===== src/rtl/usb_out_ep_pkg.sv =====
// Shared types and command/status bit layout for the OUT endpoint controller.
// Assumes the command word and status word are both six bits wide.
package usb_out_ep_pkg;

    localparam int CMD_W  = 6;
    localparam int STAT_W = 6;

    // Handshake selection presented to the bus engine.
    typedef enum logic [1:0] {
        HS_ACK   = 2'b00,
        HS_NAK   = 2'b01,
        HS_STALL = 2'b10
    } hs_e;

    // Command word: bit 0 release, 1..3 flag clears, 4 toggle restart, 5 discard.
    typedef struct packed {
        logic discard;
        logic tgl_init;
        logic clr_err;
        logic clr_big;
        logic clr_ovr;
        logic release_pkt;
    } cmd_t;

    // Flag vector indices used by the sticky flag bank.
    localparam int FLG_OVR = 0;
    localparam int FLG_BIG = 1;
    localparam int FLG_ERR = 2;
    localparam int FLG_N   = 3;

endpackage


===== src/rtl/usb_out_occ.sv =====
// Occupancy counter for the packet store.
// Counts held packets between 0 and DEPTH. A removal request is honoured only
// when the count is non-zero. Assumes the caller never pushes into a full store
// (the receive judge refuses such packets).
module usb_out_occ #(
    parameter int DEPTH = 2,
    localparam int OCC_W = $clog2(DEPTH + 1)
) (
    input  logic             clk,
    input  logic             rst_n,
    input  logic             push,
    input  logic             pop_req,
    output logic [OCC_W-1:0] occ
);

    localparam logic [OCC_W-1:0] EMPTY = '0;
    localparam logic [OCC_W-1:0] FULL  = OCC_W'(DEPTH);

    logic             pop_ok;
    logic [OCC_W-1:0] occ_q;

    assign pop_ok = pop_req && (occ_q != EMPTY);

    // Count up on a stored packet and down on an accepted removal.
    always_ff @(posedge clk) begin
        if (!rst_n) begin
            occ_q <= EMPTY;
        end else begin
            occ_q <= occ_q + OCC_W'(push) - OCC_W'(pop_ok);
        end
    end

    assign occ = occ_q;

    AST_OCC_BOUND: assert property (@(posedge clk) disable iff (!rst_n)
        occ_q <= FULL);
    AST_OCC_IDLE: assert property (@(posedge clk) disable iff (!rst_n)
        (!push && !pop_req) |=> $stable(occ_q));
    AST_NO_UNDERFLOW: assert property (@(posedge clk) disable iff (!rst_n)
        (pop_req && !push && occ_q == EMPTY) |=> (occ_q == EMPTY));

endmodule


===== src/rtl/usb_out_rx_judge.sv =====
// Receive judge: classifies the packet that ends this cycle.
// Purely combinational. Assumes occ is the count before any removal in the
// same cycle, so a packet is always judged against the store as it stands.
module usb_out_rx_judge
    import usb_out_ep_pkg::*;
#(
    parameter int LEN_W = 11,
    parameter int DEPTH = 2,
    localparam int OCC_W = $clog2(DEPTH + 1)
) (
    input  logic             rx_ok,
    input  logic             rx_bad,
    input  logic [LEN_W-1:0] rx_len,
    input  logic [LEN_W-1:0] max_len,
    input  logic             rx_data1,
    input  logic             iso_mode,
    input  logic [OCC_W-1:0] occ,
    input  logic             exp_data1,
    output logic             push,
    output logic             set_big,
    output logic             set_err,
    output logic             tgl_flip,
    output logic             hs_req,
    output hs_e              hs_code
);

    localparam logic [OCC_W-1:0] FULL = OCC_W'(DEPTH);

    logic too_long;
    logic full;
    logic pid_match;

    assign too_long  = rx_len > max_len;
    assign full      = occ == FULL;
    assign pid_match = rx_data1 == exp_data1;

    // Decide store, flag updates and handshake for the ending packet.
    always_comb begin
        push     = 1'b0;
        set_big  = 1'b0;
        set_err  = 1'b0;
        tgl_flip = 1'b0;
        hs_req   = 1'b0;
        hs_code  = HS_ACK;
        if (rx_bad) begin
            set_err = iso_mode;
        end else if (rx_ok) begin
            hs_req = !iso_mode;
            if (too_long) begin
                set_big = 1'b1;
                hs_code = HS_STALL;
            end else if (full) begin
                hs_code = HS_NAK;
            end else if (iso_mode) begin
                push = 1'b1;
            end else if (pid_match) begin
                push     = 1'b1;
                tgl_flip = 1'b1;
            end
        end
    end

endmodule


===== src/rtl/usb_out_flags.sv =====
// Bank of sticky status flags.
// Each flag is set by its own event and cleared by its own clear strobe;
// a set in the same cycle as a clear keeps the flag at 1.
module usb_out_flags #(
    parameter int NFLAG = 3
) (
    input  logic             clk,
    input  logic             rst_n,
    input  logic [NFLAG-1:0] set,
    input  logic [NFLAG-1:0] clr,
    output logic [NFLAG-1:0] flag
);

    for (genvar i = 0; i < NFLAG; i++) begin : g_flag
        logic q;

        // Hold the flag until its clear strobe, with set taking priority.
        always_ff @(posedge clk) begin
            if (!rst_n) begin
                q <= 1'b0;
            end else if (set[i]) begin
                q <= 1'b1;
            end else if (clr[i]) begin
                q <= 1'b0;
            end
        end

        assign flag[i] = q;

        AST_FLAG_HOLD: assert property (@(posedge clk) disable iff (!rst_n)
            (q && !clr[i]) |=> q);
        AST_SET_WINS: assert property (@(posedge clk) disable iff (!rst_n)
            set[i] |=> q);
    end

endmodule


===== src/rtl/usb_out_ep_ctrl.sv =====
// Double-buffered OUT endpoint controller (top).
// Joins the occupancy counter, receive judge and flag bank, holds the data
// toggle and the registered handshake choice, and decodes CPU commands.
// Assumes rx_ok and rx_bad are single-cycle end-of-packet strobes and that
// rx_len, rx_data1 are valid in that cycle.
module usb_out_ep_ctrl
    import usb_out_ep_pkg::*;
#(
    parameter int LEN_W = 11
) (
    input  logic              clk,
    input  logic              rst_n,
    input  logic              tok_start,
    input  logic              rx_ok,
    input  logic              rx_bad,
    input  logic [LEN_W-1:0]  rx_len,
    input  logic              rx_data1,
    input  logic              iso_mode,
    input  logic [LEN_W-1:0]  max_len,
    input  logic              reg_wr,
    input  logic [CMD_W-1:0]  reg_wdata,
    output logic [STAT_W-1:0] reg_rdata,
    output logic              buf_one,
    output logic              buf_two,
    output logic              ovr_flag,
    output logic              big_flag,
    output logic              err_flag,
    output logic              exp_data1,
    output logic              hs_valid,
    output logic [1:0]        hs_sel
);

    localparam int BUF_DEPTH = 2;
    localparam int OCC_W     = $clog2(BUF_DEPTH + 1);
    localparam logic [OCC_W-1:0] OCC_FULL = OCC_W'(BUF_DEPTH);

    cmd_t             cmd;
    logic [OCC_W-1:0] occ;
    logic             push;
    logic             set_big;
    logic             set_err;
    logic             tgl_flip;
    logic             hs_req;
    hs_e              hs_code;
    logic             set_ovr;
    logic [FLG_N-1:0] flg_set;
    logic [FLG_N-1:0] flg_clr;
    logic [FLG_N-1:0] flg;
    logic             tgl_q;
    logic             hs_valid_q;
    hs_e              hs_sel_q;

    // Commands act only in the cycle of the write strobe.
    assign cmd = reg_wr ? cmd_t'(reg_wdata) : '0;

    usb_out_occ #(
        .DEPTH(BUF_DEPTH)
    ) i_occ (
        .clk    (clk),
        .rst_n  (rst_n),
        .push   (push),
        .pop_req(cmd.release_pkt | cmd.discard),
        .occ    (occ)
    );

    usb_out_rx_judge #(
        .LEN_W(LEN_W),
        .DEPTH(BUF_DEPTH)
    ) i_judge (
        .rx_ok    (rx_ok),
        .rx_bad   (rx_bad),
        .rx_len   (rx_len),
        .max_len  (max_len),
        .rx_data1 (rx_data1),
        .iso_mode (iso_mode),
        .occ      (occ),
        .exp_data1(tgl_q),
        .push     (push),
        .set_big  (set_big),
        .set_err  (set_err),
        .tgl_flip (tgl_flip),
        .hs_req   (hs_req),
        .hs_code  (hs_code)
    );

    assign set_ovr = iso_mode && tok_start && (occ == OCC_FULL);

    // Route events and clears into the flag bank.
    always_comb begin
        flg_set          = '0;
        flg_clr          = '0;
        flg_set[FLG_OVR] = set_ovr;
        flg_set[FLG_BIG] = set_big;
        flg_set[FLG_ERR] = set_err;
        flg_clr[FLG_OVR] = cmd.clr_ovr;
        flg_clr[FLG_BIG] = cmd.clr_big;
        flg_clr[FLG_ERR] = cmd.clr_err;
    end

    usb_out_flags #(
        .NFLAG(FLG_N)
    ) i_flags (
        .clk  (clk),
        .rst_n(rst_n),
        .set  (flg_set),
        .clr  (flg_clr),
        .flag (flg)
    );

    // Data toggle: restart command wins over a flip from a stored packet.
    always_ff @(posedge clk) begin
        if (!rst_n) begin
            tgl_q <= 1'b0;
        end else if (cmd.tgl_init) begin
            tgl_q <= 1'b0;
        end else if (tgl_flip) begin
            tgl_q <= !tgl_q;
        end
    end

    // Register the handshake choice for the cycle after the packet ends.
    always_ff @(posedge clk) begin
        if (!rst_n) begin
            hs_valid_q <= 1'b0;
            hs_sel_q   <= HS_ACK;
        end else begin
            hs_valid_q <= hs_req;
            if (hs_req) begin
                hs_sel_q <= hs_code;
            end
        end
    end

    assign buf_one   = occ != '0;
    assign buf_two   = occ == OCC_FULL;
    assign ovr_flag  = flg[FLG_OVR];
    assign big_flag  = flg[FLG_BIG];
    assign err_flag  = flg[FLG_ERR];
    assign exp_data1 = tgl_q;
    assign hs_valid  = hs_valid_q;
    assign hs_sel    = hs_sel_q;
    assign reg_rdata = {tgl_q, flg[FLG_ERR], flg[FLG_BIG], flg[FLG_OVR], buf_one, buf_two};

    AST_STS_ORDER: assert property (@(posedge clk) disable iff (!rst_n)
        buf_two |-> buf_one);
    AST_OVR_ON_FULL_TOKEN: assert property (@(posedge clk) disable iff (!rst_n)
        (iso_mode && tok_start && buf_two) |=> ovr_flag);
    AST_STALL_FLAGGED: assert property (@(posedge clk) disable iff (!rst_n)
        (hs_valid && hs_sel == HS_STALL) |-> big_flag);
    AST_TGL_RESTART: assert property (@(posedge clk) disable iff (!rst_n)
        (reg_wr && reg_wdata[4]) |=> !exp_data1);
    AST_ISO_NO_HS: assert property (@(posedge clk) disable iff (!rst_n)
        (iso_mode && rx_ok) |=> !hs_valid);
    AST_ISO_ERR_FLAG: assert property (@(posedge clk) disable iff (!rst_n)
        (iso_mode && rx_bad) |=> err_flag);

endmodule


===== config.mk =====
export PLATFORM = sky130hd
export DESIGN_NAME = usb_out_ep_ctrl
export DESIGN_NICKNAME = d
export VERILOG_FILES = /design/src/rtl/usb_out_ep_pkg.sv /design/src/rtl/usb_out_occ.sv /design/src/rtl/usb_out_rx_judge.sv /design/src/rtl/usb_out_flags.sv /design/src/rtl/usb_out_ep_ctrl.sv
export SDC_FILE = /design/constraint.sdc
export NUM_CORES = 1
export LEC_CHECK = 0
export BUFFER_PORTS_ARGS = -buffer_cell sky130_fd_sc_hd__clkbuf_2
export CORE_MARGIN = 4
export CORE_UTILIZATION = 43
export DETAILED_ROUTE_END_ITERATION = 8
export GPL_ROUTABILITY_DRIVEN = 0
export PLACE_DENSITY = 0.79
export SKIP_CTS_REPAIR_TIMING = 1
export SYNTH_ARGS = -nofsm -noshare
export SYNTH_HDL_FRONTEND = slang
export SYNTH_HIERARCHICAL = 1
export SYNTH_SLANG_ARGS = --single-unit

===== constraint.sdc =====
create_clock -name clk -period 3.5 [get_ports clk]
set_clock_uncertainty 0.2 [all_clocks]
set_input_delay 0.7 -clock clk [delete_from_list [all_inputs] [get_ports clk]]
set_output_delay 0.7 -clock clk [all_outputs]
set_load 0.005 [all_outputs]

* Yosys cells after proc, flatten, opt, wreduce, memory -nomap -nowiden
Index checks and enable logic that the tools add are counted.
** Word-level totals
- Register bits after elaboration :: 9
- Bits in latches :: 0
- Memories :: 0
- Logic and storage cells :: 52
- Memory bits (writable) :: 0
- Output and inout port bits :: 15
- Memory bits (read-only) :: 0
- Input port bits :: 36
** Operators by class
- Divide/modulo/power cells :: 0
- Shift-type cells :: 0
- Order comparisons :: 1
- Mux-type cells :: 28
- Equal/unequal tests :: 2
- $add $sub $neg :: 2
- $mul :: 0
- Reduce and logical (&&, ||, !) cells :: 10
- Bitwise gates (word level) :: 2
** Operator list (number)
- $mux 1 :: 24
- $gt 11x11->1 :: 1
- $reduce_bool 2->1 :: 4
- $mux 2 :: 3
- $mux 6 :: 1
- $logic_and 1x1->1 :: 3
- $add 2x1->2 :: 1
- $eq 2x2->1 const B :: 1
- $logic_not 1->1 :: 2
- $reduce_or 2->1 :: 1
- $sub 2x1->2 :: 1
- $eq 1x1->1 :: 1
- $not 1->1 :: 1
- $or 1x1->1 :: 1

* Longest topological paths before layout
Gate-level depths: netlist of the first run.
- Depth in word-level cells :: 9
- Gate-level depth with buffers :: 13
- Mapped depth without buffers :: 13

* Hierarchy
The synthesis of the first run kept the hierarchy.
** Modules (own cells, without submodules)
- usb_out_rx_judge :: cells each 50, sequential area each 0.0 um2, area each 371.6 um2, times used 1
- usb_out_ep_ctrl :: cells each 25, sequential area each 80.1 um2, area each 231.5 um2, times used 1
- usb_out_flags :: cells each 12, sequential area each 60.1 um2, area each 146.4 um2, times used 1
- usb_out_occ :: cells each 10, sequential area each 40.0 um2, area each 117.6 um2, times used 1

* Worst setup path after synthesis of the first run
No wires, ideal clock.
- Path kind :: input -> register
- Start :: input port max_len[2]
- End :: register i_occ.occ_q[1], in the netlist i_occ/occ[1]
- Setup slack :: 514 ps
- Stages on the path :: 13
- Buffers on the path :: 0
- Data required time :: 3238 ps
- Library setup time :: 62 ps
- Arrival :: 2724 ps
- Cells stage by stage :: inv_1 -> ha_1 -> a21oi_1 -> o21ai_0 -> a221oi_2 -> a21oi_2 -> nor4bb_1 -> inv_1 -> ha_1 -> inv_1 -> ha_1 -> xnor3_1 -> nor2b_2
** Between the ends
- Cells in the longest elaborated chain, start to end :: 6
** RTL lines
- start: declaration :: line usb_out_ep_ctrl.sv:19 : input logic [LEN_W-1:0] max_len,
- $gt 11x11->1 :: line usb_out_rx_judge.sv:33 : assign too_long = rx_len > max_len;
- $mux 1 :: line usb_out_rx_judge.sv:49 : if (too_long) begin
- $mux 1 :: line usb_out_rx_judge.sv:47 : end else if (rx_ok) begin
- $mux 1 :: line usb_out_rx_judge.sv:45 : if (rx_bad) begin
- named net push :: line usb_out_ep_ctrl.sv:39 : logic push;
- $add 2x1->2 :: line usb_out_occ.sv:29 : occ_q <= occ_q + OCC_W'(push) - OCC_W'(pop_ok);
- $sub 2x1->2 :: line usb_out_occ.sv:29
- end signal: assignment :: line usb_out_occ.sv:29
- end: declaration :: line usb_out_occ.sv:20 : logic [OCC_W-1:0] occ_q;
The timed path passes the listed nets, and every way through them passes these cells.
A chain may end at the register's enable or synchronous reset.

* Worst setup path in the final report of the first run
Same ends and word-level chain as after synthesis.

==> results of run 1 <==
-- cells in the final DEF, fill, tap and decap left out, types with 2 or more instances in the layout --
cell type  Yosys  routed
nor2b_4        3       3
and2_1         5       5
mux2i_1        2       2
o21a_1         5       5
a21oi_1        2       2
a211oi_1       2       2
clkbuf_4       0       3
nor2b_2        2       2
and3_1         2       2
o21ai_0        2       2
nand2_1        3       3
xor2_1         2       2
nor2_1         2       2
nor2b_1        2       2
clkbuf_2       0      50
inv_1         13      13
nand2b_1       4       4
dfxtp_1        9       9
ha_1          13      13
-- sequential cells by signal, indices dropped and copies added, names as in the netlist --
| signal | cells |
|---|---|
| i_occ/occ | 2 |
| exp_data1 | 1 |
| i_flags/g_flag.q | 3 |
| hs_valid | 1 |
| hs_sel | 2 |
-- where the power goes --
part / switching, mW / internal (mW)
clock network: 0.0353 / 0.0439
registers: 0.0102 / 0.113
logic: 0.0601 / 0.0839
total: 0.106 / 0.241
-- metrics by stage --
stage	area, µm²	power [mW]	worst slack [ns]
after floorplan	867	0.232	0.514
after global placement	1070	0.267	0.302
after detailed placement	1070	0.272	0.235
after CTS	1100	0.353	0.510
after global routing	1100	0.379	0.231
final	1100	0.346	0.504
-- synth_stat cells, drive strengths merged --
cell type	number	area (µm²)
a211oi	2	15.0
a21o	1	7.51
a21oi	3	18.8
a221oi	1	15.0
and2	6	38.8
and3	2	12.5
and4	1	8.76
buf	10	75.1
dfxtp	9	180
ha	13	163
inv	13	48.8
mux2i	2	20.0
nand2	3	11.3
nand2b	4	25.0
nand3	2	15.0
nor2	2	7.51
nor2b	7	71.3
nor3	2	15.0
nor4	1	6.26
nor4bb	1	10.0
o21a	5	37.5
o21ai	2	10.0
or2	1	6.26
or3b	1	8.76
xnor3	1	22.5
xor2	2	17.5
-- per-layer routing --
metal	vias up	GRT usage	part of all wire
met5	-	0	0
met1	335	0.147	0.38
met2	24	0.240	0.53
met4	0	0.0553	0.021
met3	4	0.0451	0.067
li1	406	-	-
-- worst max-delay path: stages --
cell      delay (ns)
clkbuf_2        0.08
inv_1           0.03
ha_1            0.30
a21oi_1         0.12
o21ai_0         0.13
a221oi_2        0.37
a21oi_2         0.11
nor4bb_1        0.28
inv_1           0.08
ha_1            0.29
inv_1           0.05
ha_1            0.14
xnor3_1         0.22
nor2b_2         0.10
-- cells by family after synthesis --
family | Yosys count | synth area share
compound gates | 14 | 0.120
xor+xnor | 3 | 0.0462
fa+ha+maj | 13 | 0.188
buf+inv | 23 | 0.143
flops | 9 | 0.208
mux | 2 | 0.0231
simple gates | 33 | 0.273
-- worst min path at each step --
stage / startpoint / to / slack [ns]
after floorplan: hs_sel[0]$_SDFFE_PN0P_ / hs_sel[0]$_SDFFE_PN0P_ / 0.31
after global placement: hs_sel[0]$_SDFFE_PN0P_ / hs_sel[0]$_SDFFE_PN0P_ / 0.30
after detailed placement: hs_sel[1]$_SDFFE_PN0P_ / hs_sel[1]$_SDFFE_PN0P_ / 0.31
after CTS: hs_sel[0]$_SDFFE_PN0P_ / hs_sel[0]$_SDFFE_PN0P_ / 0.33
after global routing: hs_sel[1]$_SDFFE_PN0P_ / hs_sel[1]$_SDFFE_PN0P_ / 0.35
final: hs_sel[0]$_SDFFE_PN0P_ / hs_sel[0]$_SDFFE_PN0P_ / 0.32
-- area by class of cell --
type,instances,area [µm²]
inverters,13,48.8
flip-flops and latches,9,180
multi-input cells,65,563
clock buffers,4,26.3
well taps,25,31.3
repair buffers,50,250
fillers,177,721
==> reports/results.ini, run 1 <==
[placed_design]
port-buffer-count=50
dp.cells=162
hpwl_um=1660

[floorplan]
dieHeight_um=52.9
chipWidth_um=52.9
boundaryPins=51
die-area_um2=2800
core_um2=1820
rows=15
start_util=0.476

[power]
p_leak_nw=0.625
vdd_drop_max_mv=0.264
p_per_area_nw_per_um2=315

[sta]
period_share=0.856
slew_headroom=0.762
fin_setup_tns_ns=0
drv_slew=0
setup_violations=0
tightest_slew_ns=0.355
hold_violations=0
rsz0062_at_grt=false
hold-worst-slack_ns=0.321
final.min_clock_period_ns=3.00
fmax_mhz=334

[worst_setup_path]
path_max_fanout=3
r2r_cells=9
crit_arrival_ns=3.00
path_class=in2reg
r2r_end=i_occ/occ[1]$_SDFF_PN0_
worstSetupEndpointType=flop
startpoint=max_len[2]
startpoint_type=input pin
rr_startpoint=exp_data1$_SDFFE_PP0P_
crit_end=i_occ/occ[1]$_SDFF_PN0_
r2r_setup_slack_ns=1.49
required_ns=3.51

[cts]
clk_latency_ns=0.26
cts-buffers-inserted=3
clkSlewWorstSetupHoldPaths_ns=0.06
cts_buffer_depth=2
cts_tree=done
cts-root-buf=clkbuf_4
cts_num_sinks=9
htreeDepth=1

[routing]
drtAntennaViolNets=0
vias_per_cell=4.63
initialDrtViolationCount=4
route.detailed.drc=0
routed_wl_um=1850
wl_per_cell_um=11.1
first_pass_iters=4
via_count=769

[finish]
drive_gt1_frac=0.461
syn_to_final_growth_pct=26.8
fin_util=0.604
fin_cells=166
nets=191
diodes=0

[grt]
gr-usage-all-layers=0.136
antenna_found_initial=0
grt_start_max_net_pins=10
grt_overflow_total=0
grt_pass1_wl_um=2750
grt_pass1_vias=716

[logic_synthesis]
synth_cell_type_count=32
syn_avg_cell_area_um2=8.94
synth_seq_cells=9
syn-instance-count=97
synth.cell_area_um2=867
syn_nets=146
yosysSeqAreaShare=0.208
yosys_warnings=6

[min_path]
hold_path_depth=2
hold_class=reg2reg

[status]
status=finished, final reports clean

[run]
cap_violations=0

(Power assumes the default switching activity.)
==> run 2, diff against run 1 <==
RECOVER_POWER = 50   (was unset)
==> run 2 against run 1 <==
Effect of this change:
- clock power hardly changed
- total power hardly changed
- die area stayed put
- final cell count stayed put
- flip-flop and latch count stayed put
- largest cell class unchanged
- largest power group unchanged
- highest routed layer unchanged
==> reports/results.ini, run 2 (synthesized netlist as in run 1, its figures left out) <==
[worst_setup_path]
critPathMaxStageDelay_ns=0.37  ; about the same
worstSetupEndpointType=flop
r2r_end=i_occ/occ[1]$_SDFF_PN0_
crit_path_top_delay_cell=a221oi_2
r2r_cells=9  ; unchanged
rr_startpoint=exp_data1$_SDFFE_PP0P_
required_ns=3.51  ; about the same
path_cells=clkbuf_2 -> inv_1 -> ha_1 -> a21oi_1 -> o21ai_0 -> a221oi_2 -> a21oi_2 -> nor4bb_1 -> inv_1 -> ha_1 -> inv_1 -> ha_1 -> xnor3_1 -> nor2b_2
path_class=in2reg
r2r_setup_slack_ns=1.49  ; about the same
crit_arrival_ns=3.00  ; about the same
path_max_fanout=3  ; unchanged
startpoint_type=input pin

[finish]
diodes=0  ; unchanged
regMostFlops=i_flags/g_flag.q
largest_register_ffs=3  ; unchanged
final_cell_mix=clkbuf_2 (47), inv_1 (13), ha_1 (13)
nets=191  ; unchanged
drive_gt1_frac=0.440  ; -0.0213
final_common_cell=clkbuf_2
fill_cells=178  ; +0.56%
syn_to_final_growth_pct=26.4

[sta]
hold-worst-slack_ns=0.320  ; -0.00141 ns
hold_violations=0  ; unchanged
fin_setup_tns_ns=0  ; unchanged
period_share=0.856  ; about the same
final.min_clock_period_ns=3.00  ; +0.000196 ns
drv_slew=0  ; unchanged
slew_headroom=0.762  ; unchanged
tightest_slew_ns=0.355  ; unchanged
setup_ws_ns=0.504  ; -0.000196 ns
rsz0062_at_grt=false
fmax_mhz=334  ; about the same
setup_violations=0  ; unchanged

[min_path]
hold_path_depth=2  ; unchanged
min_from=hs_sel[0]$_SDFFE_PN0P_
hold_path_end=hs_sel[0]$_SDFFE_PN0P_
hold_class=reg2reg

[routing]
routed_wl_um=1840  ; -0.11%
first_pass_iters=4  ; unchanged
vias_per_cell=4.63  ; -0.13%
via_count=768  ; -0.13%
initialDrtViolationCount=4  ; unchanged
route.detailed.drc=0  ; unchanged
wl_per_cell_um=11.1  ; -0.11%
drtAntennaViolNets=0  ; unchanged

[placed_design]
port-buffer-count=50  ; unchanged
place_worst_setup_slack_ns=0.235  ; unchanged
hpwl_um=1660  ; unchanged

[floorplan]
core_um2=1820  ; unchanged
die-area_um2=2800  ; unchanged
chipWidth_um=52.9  ; unchanged
boundaryPins=51  ; unchanged
start_util=0.476  ; unchanged
dieHeight_um=52.9  ; unchanged
rows=15  ; unchanged

[cts]
cts_buffer_depth=2  ; unchanged
cts_num_sinks=9  ; unchanged
clkSlewWorstSetupHoldPaths_ns=0.06  ; about the same
cts-root-buf=clkbuf_4
clk_latency_ns=0.26  ; about the same
htreeDepth=1  ; unchanged
cts_tree=done
cts-buffers-inserted=3  ; unchanged

[grt]
grt_pass1_wl_um=2750  ; unchanged
gr-usage-all-layers=0.136  ; unchanged
grt_pass1_vias=716  ; unchanged
antenna_found_initial=0  ; unchanged
grt_start_max_net_pins=10  ; unchanged
grt_overflow_total=0  ; unchanged

[power]
vdd_drop_max_mv=0.263  ; -0.42%
switching_share=0.305  ; +0.000387
p_leak_nw=0.613  ; -1.9%
p_per_area_nw_per_um2=316  ; +0.26%
pwr-share-comb=0.415  ; about the same
p_seq_frac=0.356  ; about the same
internal-power_mw=0.240  ; -0.14%
p_sw_mw=0.106  ; about the same
p_clk_frac=0.229  ; about the same

[run]
cap_violations=0  ; unchanged

[status]
status=finished, final reports clean

run 2: changes by cell type in the layout (fill, tap and decap cells not counted):
cell,delta
clkbuf_1,+3
and2_0,+2
clkbuf_2,-3
and2_1,-2
run 2: per-layer routing:
metal	up-vias	wire (µm)	share of wire	GRT usage
met5	-	0	0	0
met4	0	39	0.021	0.0553
met3	4	129	0.070	0.0451
met2	24	988	0.54	0.240
met1	334	686	0.37	0.147
li1	406	-	-	-
run 2: layout make-up:
type,instances,area [µm²],share of cell area
tap,25,31.3,0.0285
clock buffer,4,26.3,0.0240
inverter,13,48.8,0.0445
multi-input combinational,65,563,0.514
timing repair buffer,50,246,0.225
sequential,9,180,0.164
run 2: critical path, delay by kind of cell:
kind	cells	cell delay, ns
AOI/OAI and AO/OA	4	0.73
buffers and inverters	4	0.24
and+or+nand+nor	2	0.38
xor gates and xnor gates	1	0.22
adders and majority gates	3	0.73
run 2: worst max path at each step:
stage	start	to	slack [ns]	cells past startpoint
2_1_floorplan	max_len[2]	i_occ/occ[1]$_SDFF_PN0_	0.51	13
3_3_place_gp	max_len[2]	i_occ/occ[1]$_SDFF_PN0_	0.30	14
4_1_cts	max_len[2]	i_occ/occ[1]$_SDFF_PN0_	0.51	14
5_1_grt	max_len[2]	i_occ/occ[1]$_SDFF_PN0_	0.23	14
3_5_place_dp	max_len[2]	i_occ/occ[1]$_SDFF_PN0_	0.23	14
6_report	max_len[2]	i_occ/occ[1]$_SDFF_PN0_	0.50	14
run 2: power by group through the flow:
stage	Clock [mW]	Combinational [mW]	Sequential, mW
2_1_floorplan	0	0.109	0.123
3_3_place_gp	0	0.142	0.125
3_5_place_dp	0	0.146	0.126
4_1_cts	0.0828	0.147	0.123
5_1_grt	0.0868	0.166	0.126
6_report	0.0792	0.144	0.123
run 2: metrics by stage:
step	std cells	utilization	area, µm²	total power, mW
2_1_floorplan	97	-	867	0.232
3_3_place_gp	162	0.590	1070	0.267
3_5_place_dp	162	0.590	1070	0.272
4_1_cts	166	0.604	1100	0.353
5_1_grt	166	0.602	1100	0.379
6_report	166	0.602	1100	0.346
